**config.mk**
```make
export PLATFORM = sky130hd
export DESIGN_NAME = zz_corner_decoder
export DESIGN_NICKNAME = d
export VERILOG_FILES = /design/src/rtl/zzd_pkg.sv /design/src/rtl/zz_cursor.sv /design/src/rtl/zz_fill.sv /design/src/rtl/zz_rowbuf.sv /design/src/rtl/zz_corner_decoder.sv
export SDC_FILE = /design/constraint.sdc
export NUM_CORES = 1
export LEC_CHECK = 0
export CAP_MARGIN = 20
export CORE_ASPECT_RATIO = 1.25
export CORE_UTILIZATION = 50
export CTS_CLUSTER_DIAMETER = 50
export DETAILED_ROUTE_END_ITERATION = 10
export DONT_BUFFER_PORTS = 1
export HOLD_SLACK_MARGIN = 0.15
export SLEW_MARGIN = 20
export SYNTH_ARGS = -nofsm -noshare
export SYNTH_HDL_FRONTEND = slang
export SYNTH_SLANG_ARGS = --single-unit
```
**constraint.sdc**
```tcl
create_clock -name clk -period 3.6 [get_ports clk]
set_input_delay 0.72 -clock clk [delete_from_list [all_inputs] [get_ports clk]]
set_output_delay 0.72 -clock clk [all_outputs]
set_load 0.02 [all_outputs]
```
**src/rtl/zzd_pkg.sv**
```systemverilog
`timescale 1ns/1ps
package zzd_pkg;

  // Scan direction of the current row.
  typedef enum logic {
    DIR_FWD = 1'b0,  // column index ascends
    DIR_REV = 1'b1   // column index descends
  } zz_dir_e;

  function automatic int unsigned idx_width(input int unsigned n);
    return (n > 1) ? $clog2(n) : 1;
  endfunction

endpackage

```
**src/rtl/zz_cursor.sv**
```systemverilog
`timescale 1ns/1ps
module zz_cursor
  import zzd_pkg::*;
#(
  parameter int unsigned COLS = 8,
  parameter int unsigned ROWS = 4,
  localparam int unsigned CW = idx_width(COLS),
  localparam int unsigned RW = idx_width(ROWS)
) (
  input  logic          clk,
  input  logic          rst_n,
  input  logic          adv,
  output logic [CW-1:0] col,
  output logic [RW-1:0] row,
  output logic          row_first,
  output logic          row_last,
  output logic          blk_last
);

  localparam logic [CW-1:0] COL_MAX = CW'(COLS - 1);
  localparam logic [RW-1:0] ROW_MAX = RW'(ROWS - 1);

  logic [CW-1:0] col_q, col_d;
  logic [RW-1:0] row_q, row_d;
  zz_dir_e       dir_q, dir_d;

  always_comb begin
    if (dir_q == DIR_FWD) begin
      row_first = (col_q == '0);
      row_last  = (col_q == COL_MAX);
    end else begin
      row_first = (col_q == COL_MAX);
      row_last  = (col_q == '0);
    end
    blk_last = row_last && (row_q == ROW_MAX);
  end

  always_comb begin
    col_d = col_q;
    row_d = row_q;
    dir_d = dir_q;
    if (adv) begin
      if (blk_last) begin
        col_d = '0;
        row_d = '0;
        dir_d = DIR_FWD;
      end else if (row_last) begin
        row_d = row_q + 1'b1;
        dir_d = (dir_q == DIR_FWD) ? DIR_REV : DIR_FWD;
      end else if (dir_q == DIR_FWD) begin
        col_d = col_q + 1'b1;
      end else begin
        col_d = col_q - 1'b1;
      end
    end
  end

  always_ff @(posedge clk or negedge rst_n) begin
    if (!rst_n) begin
      col_q <= '0;
      row_q <= '0;
      dir_q <= DIR_FWD;
    end else if (adv) begin
      col_q <= col_d;
      row_q <= row_d;
      dir_q <= dir_d;
    end
  end

  assign col = col_q;
  assign row = row_q;

endmodule

```
**src/rtl/zz_fill.sv**
```systemverilog
`timescale 1ns/1ps
module zz_fill (
  input  logic clk,
  input  logic rst_n,
  input  logic take,
  input  logic row_first,
  input  logic corner,
  output logic fill_now
);

  logic fill_q;
  logic fill_base;

  always_comb begin
    fill_base = row_first ? 1'b0 : fill_q;
    fill_now  = fill_base ^ corner;
  end

  always_ff @(posedge clk or negedge rst_n) begin
    if (!rst_n) begin
      fill_q <= 1'b0;
    end else if (take) begin
      fill_q <= fill_now;
    end
  end

endmodule

```
**src/rtl/zz_rowbuf.sv**
```systemverilog
`timescale 1ns/1ps
module zz_rowbuf
  import zzd_pkg::*;
#(
  parameter int unsigned COLS = 8,
  localparam int unsigned CW = idx_width(COLS)
) (
  input  logic          clk,
  input  logic          rst_n,
  input  logic          wr,
  input  logic          clr,
  input  logic [CW-1:0] addr,
  input  logic          wdata,
  output logic          rdata
);

  logic [COLS-1:0] bits_q;

  generate
    for (genvar i = 0; i < COLS; i++) begin : g_bit
      logic bit_en;
      logic bit_d;
      always_comb begin
        bit_en = clr || (wr && (addr == CW'(i)));
        bit_d  = clr ? 1'b0 : wdata;
      end
      always_ff @(posedge clk or negedge rst_n) begin
        if (!rst_n) begin
          bits_q[i] <= 1'b0;
        end else if (bit_en) begin
          bits_q[i] <= bit_d;
        end
      end
    end
  endgenerate

  assign rdata = bits_q[addr];

endmodule

```
**src/rtl/zz_corner_decoder.sv**
```systemverilog
`timescale 1ns/1ps
module zz_corner_decoder
  import zzd_pkg::*;
#(
  parameter int unsigned COLS = 8,
  parameter int unsigned ROWS = 4,
  localparam int unsigned CW = idx_width(COLS),
  localparam int unsigned RW = idx_width(ROWS)
) (
  input  logic          clk,
  input  logic          rst_n,
  input  logic          sym_valid,
  output logic          sym_ready,
  input  logic          sym_corner,
  output logic          pix_valid,
  input  logic          pix_ready,
  output logic          pix_on,
  output logic [CW-1:0] pix_col,
  output logic [RW-1:0] pix_row,
  output logic          pix_eob
);

  logic          take;
  logic [CW-1:0] cur_col;
  logic [RW-1:0] cur_row;
  logic          row_first, row_last, blk_last;
  logic          fill_now;
  logic          buf_bit;
  logic          pix_new;

  logic          vld_q, vld_d;
  logic          on_q, on_d;
  logic [CW-1:0] col_q, col_d;
  logic [RW-1:0] row_q, row_d;
  logic          eob_q, eob_d;
  logic          out_en;

  assign sym_ready = !vld_q || pix_ready;
  assign take      = sym_valid && sym_ready;

  zz_cursor #(.COLS(COLS), .ROWS(ROWS)) u_cursor (
    .clk       (clk),
    .rst_n     (rst_n),
    .adv       (take),
    .col       (cur_col),
    .row       (cur_row),
    .row_first (row_first),
    .row_last  (row_last),
    .blk_last  (blk_last)
  );

  zz_fill u_fill (
    .clk       (clk),
    .rst_n     (rst_n),
    .take      (take),
    .row_first (row_first),
    .corner    (sym_corner),
    .fill_now  (fill_now)
  );

  assign pix_new = buf_bit ^ fill_now;

  zz_rowbuf #(.COLS(COLS)) u_rowbuf (
    .clk   (clk),
    .rst_n (rst_n),
    .wr    (take),
    .clr   (take && blk_last),
    .addr  (cur_col),
    .wdata (pix_new),
    .rdata (buf_bit)
  );

  // Output stage next state
  always_comb begin
    out_en = take || (vld_q && pix_ready);
    vld_d  = take;
    on_d   = on_q;
    col_d  = col_q;
    row_d  = row_q;
    eob_d  = eob_q;
    if (take) begin
      on_d  = pix_new;
      col_d = cur_col;
      row_d = cur_row;
      eob_d = blk_last;
    end
  end

  always_ff @(posedge clk or negedge rst_n) begin
    if (!rst_n) begin
      vld_q <= 1'b0;
      on_q  <= 1'b0;
      col_q <= '0;
      row_q <= '0;
      eob_q <= 1'b0;
    end else if (out_en) begin
      vld_q <= vld_d;
      on_q  <= on_d;
      col_q <= col_d;
      row_q <= row_d;
      eob_q <= eob_d;
    end
  end

  assign pix_valid = vld_q;
  assign pix_on    = on_q;
  assign pix_col   = col_q;
  assign pix_row   = row_q;
  assign pix_eob   = eob_q;

  logic unused_row_last;
  assign unused_row_last = row_last;

endmodule

```
# Yosys cells after proc, flatten, opt, wreduce, memory -nomap -nowiden
# Index checks and enable logic that the tools add are counted.
# totals
ff_bits	23
elab_cells	74
# op_classes
add_sub_neg	3
magnitude_cmp	1
eq_ne	9
muxes	14
n_bitwise	2
n_reduce_logical	28
# op_table
cell	n
3-bit equality test (second input constant)	4
1-bit logical AND	12
1-bit logical OR	10
3-bit 2-to-1 mux	3
1-bit 2-to-1 mux	8
3-bit by 2-bit equality test with 1-bit output (second input constant)	2
2-bit AND reduction	3
3-bit by 4-bit less-than comparator with 1-bit output (second input constant)	1
2-bit 2-to-1 mux	2
3-bit by 1-bit adder with 3-bit output (second input constant)	1
1-bit binary-select mux with 3-bit select	1
3-bit by 1-bit equality test with 1-bit output (second input constant)	1
3-bit zero test	1
3-bit by 1-bit subtractor with 3-bit output (second input constant)	1
2-bit by 1-bit adder with 2-bit output (second input constant)	1
2-bit equality test (second input constant)	1
2-bit by 1-bit != test with 1-bit output (second input constant)	1
2-bit nonzero test	1
1-bit bitwise XOR	2
1-bit zero test	1

# Longest topological paths before layout
# depth
word_depth	6
mapped_depth	7
depth_no_buf	6

# Cells and area by module
# Synthesis repeated with hierarchy kept, for this count alone.
# hier_totals
hier_cells	104
hier_area_um2	1285.0
# modules_own_cells
module	instances	cells_per_inst	area_each_um2
zz_rowbuf	1	40	474.2
zz_cursor	1	36	387.9
zz_corner_decoder	1	21	355.3
zz_fill	1	7	67.6

# Least setup slack after synthesis
# No wires, ideal clock.
# synth_timing
path_kind	reg2reg
from	register u_cursor.col_q[0] (netlist: u_cursor.col[0])
to	register u_rowbuf.bits_q[0]
setup_ns	0.096
arrival_ns	1.944
t_required_ns	3.504
setup_slack_ns	1.560
stages_incl_launch_ff	8
n_path_buf	1
path_cell_list	dfrtp_1 > buf_6 > inv_1 > ha_1 > inv_1 > o311a_1 > xor3_2 > o31ai_1
# synth_via
elab_chain_len	6
# synth_rtl
item	line_no	rtl
from (decl)	zz_cursor.sv:23	logic [CW-1:0] col_q, col_d;
from (signal assigned)	zz_cursor.sv:64	col_q <= col_d;
3-bit equality test or 3-bit zero test (tied branches)	-	
1-bit 2-to-1 mux	zz_cursor.sv:28	if (dir_q == DIR_FWD) begin
1-bit 2-to-1 mux	zz_fill.sv:15	fill_base = row_first ? 1'b0 : fill_q;
1-bit bitwise XOR	zz_fill.sv:16	fill_now = fill_base ^ corner;
1-bit bitwise XOR	zz_corner_decoder.sv:61	assign pix_new = buf_bit ^ fill_now;
1-bit 2-to-1 mux	zz_rowbuf.sv:25	bit_d = clr ? 1'b0 : wdata;
to (signal, indexed assignment)	zz_rowbuf.sv:31	bits_q[i] <= bit_d;
to (decl)	zz_rowbuf.sv:17	logic [COLS-1:0] bits_q;
# Parallel ways exist; a longest one is shown, timed or not. The select of a mux whose other input is x is not followed.
# A chain may end at the register's enable or synchronous reset.

# Worst setup path after layout
# Same ends and word-level chain as after synthesis.

==> impl_metrics.tcl <==
set metrics [dict create \
    max-vdd-ir-drop_uv 503 \
    post_drt_wl_per_cell_microns 15.9 \
    rsz0062_at_grt "false" \
    viasPerCell 5.63 \
    drtPass1Iterations 4 \
    critPathCaptureType "flop" \
    synth_top_area_share_pct 46.6 \
    grt_pass1_wl_microns 4020 \
    cpMostUsedCell "inv_1" \
    clk_latency_ps 310 \
    slew_headroom_pct 53.8 \
    crit_path_max_fanout 9 \
    port_buffers 0 \
    crit_family "compound AO/OA/AOI/OAI gates" \
    slowest_delay_ps 510 \
    io_pins 14 \
    p_leak_nw 0.596 \
    grt_pass1_vias 903 \
    grt_max_degree 24 \
    synth.distinct_cells 28 \
    clock_skew_ps 1.88 \
    async_reset_ff_share_pct 100 \
    cp_cell_sequence "inv_1 -> ha_1 -> inv_1 -> o311a_1 -> xor3_2 -> o31ai_1" \
    num-nets-final 134 \
    initial_core_util_pct 54.7 \
    wl_microns 2390 \
    synth_edf_count 0 \
    finalPower_mw 1.05 \
    fmax_ghz 0.441 \
    slew_violations 0 \
    drt_iter0_markers 28 \
    diodes 0 \
    netlist_area_sq_um 1230 \
    grt_usage_pct 21.0 \
    ys_seq_area_share_pct 46.6 \
    die_w_microns 46.5 \
    cp_data_arrival_time_ps 2490 \
    antenna_found_initial 0 \
    fin_setup_tns_ps 0 \
    cap_viol_max_count 0 \
    drive_above_1_share_pct 9.24 \
    hold_ws_ps 356 \
    place_ws_ps 1360 \
    fp.dieH_microns 57.6 \
    fp-row-count 19 \
    syn_avg_cell_area_sq_um 10.5 \
    place_congestion 0.799 \
    ys_seq_elements 23 \
    clockRootBuffer "clkbuf_4" \
    status "completed" \
    min_path_type "in -> async" \
    dominantRegCellSynth "dfrtp_1" \
    ant_nets 0 \
    crit_required_ps 3830 \
    ys_warn_count 0 \
    syn2layout_area_growth_pct 4.25 \
    synthesis.nets 132 \
    min_period_over_period_pct 63.0 \
    criticalPathCategory "reg -> reg" \
    min_period_ps 2270 \
    num_vias 844 \
    core-area_sq_um 2260 \
    grt-ovfl-total 0 \
    cts_tree "yes" \
    drc_errors 0 \
    setup_viol 0 \
    clkTransAtPathRegs_ps 120 \
    hpwl_microns 1750 \
    final_util_pct 57.0 \
    cts_buffers 3 \
    clockBufferDepth 2 \
    worst_slew_pin_slew_ps 692 \
    synthCells 118 \
    die_area_sq_um 2670 \
    cts.sinks 23 \
    worst-path-buf-inv 2 \
    final-hold-violation-count 0 \
    startpoint_type "flop" \
    critPathSlowestCell "dfrtp_1" \
    worst_slack_ps 1330 \
    htreeDepth 1 \
    yosys-top-cells-area "dfrtp_1, ha_1, nand2_1, mux2i_1, o31ai_1" \
    powerDensity_nw_per_um2 814 \
    synth_top_cell_by_area "dfrtp_1" \
]
## synth_stat cells (all sizes together), types with 2 or more instances
master / instances
clkbuf: 4
dfrtp: 23
ha: 9
inv: 4
mux2: 2
mux2i: 5
nand2: 18
nand2b: 4
nand3: 8
nand4: 6
nor2: 5
o21ai: 5
o22ai: 4
o31ai: 6
xnor2: 2
## metrics by stage
stage	area [sq um]	instances
detailed placement	1250	145
global placement	1250	145
global route	1290	150
floorplan	1230	118
finish	1290	150
CTS	1290	150
## sequential cells by signal, indices dropped and copies added, names as in the netlist
| name | cells |
|---|---|
| pix_col | 3 |
| pix_eob | 1 |
| pix_on | 1 |
| pix_row | 2 |
| pix_valid | 1 |
| u_cursor.col | 3 |
| u_cursor.dir_q | 1 |
| u_cursor.row | 2 |
| u_fill.fill_q | 1 |
| u_rowbuf.bits_q | 8 |
## placed cells by master, fill, tap and decap left out
cell	instances
a21oi_1	1
a32o_1	1
and2_1	1
and3b_1	1
buf_2	1
buf_4	1
clkbuf_4	3
clkinv_2	1
dfrtp_1	23
ha_1	9
inv_1	4
mux2_2	2
mux2i_1	5
mux4_2	1
nand2_1	18
nand2b_1	4
nand3_1	8
nand4_1	6
nor2_1	5
nor2b_1	1
nor3b_2	1
o2111ai_1	1
o21a_1	1
o21ai_0	5
o22ai_1	4
o311a_1	1
o31ai_1	6
xnor2_1	2
xor2_1	1
xor3_2	1
## metal layers
layer | part of all wire (%) | vias to the layer above | track usage (%) | wire length (microns)
met3 | 2.5 | 4 | 2.22 | 59
met4 | 1.4 | 0 | 8.82 | 34
li1 | - | 421 | - | -
met5 | 0 | - | 0 | 0
met2 | 51 | 10 | 34.9 | 1210
met1 | 45 | 409 | 26.6 | 1080
## report_power, final
part	switching, mW	total (mW)	leakage (nW)	internal (mW)
sequential	0.138	0.502	0.289	0.364
clock	0.0766	0.118	0.0177	0.0416
combinational	0.228	0.428	0.290	0.200
## layout make-up
| type | instances | area, sq um |
|---|---|---|
| clock inverter | 1 | 5.00 |
| clock buffer | 3 | 22.5 |
| multi-input combinational | 86 | 618 |
| tap | 31 | 38.8 |
| timing repair buffer | 2 | 12.5 |
| inverter | 4 | 15.0 |
| sequential | 23 | 576 |
| fill | 221 | 971 |
## cell families after synthesis
family	count (synthesis)	synth area share, %
xor+xnor	4	4.15
compound gates	20	11.0
buf+inv	9	3.34
simple gates	45	18.0
mux	8	7.70
flops	23	46.6
fa+ha+maj	9	9.12
## repair_timing
action	CTS	global route
hold buffers	1	0
hold endpoints to repair	23	0
buffers inserted	0	0
resized for setup	0	0
## path summary, 6_finish.rpt
path	from	to	slack [ps]	cells after the start
hold / removal	rst_n	u_fill.fill_q	360	1
min in group clk	u_rowbuf.bits_q[4]	u_rowbuf.bits_q[4]	510	2
hold reg to reg	u_rowbuf.bits_q[4]	u_rowbuf.bits_q[4]	510	2
setup / recovery	u_cursor.col[0]	u_rowbuf.bits_q[0]	1330	6
max in group asynchronous	rst_n	u_cursor.dir_q	2910	1
setup reg to reg	u_cursor.col[0]	u_rowbuf.bits_q[0]	1330	6
Note: power is estimated with default switching activity, not from simulation.
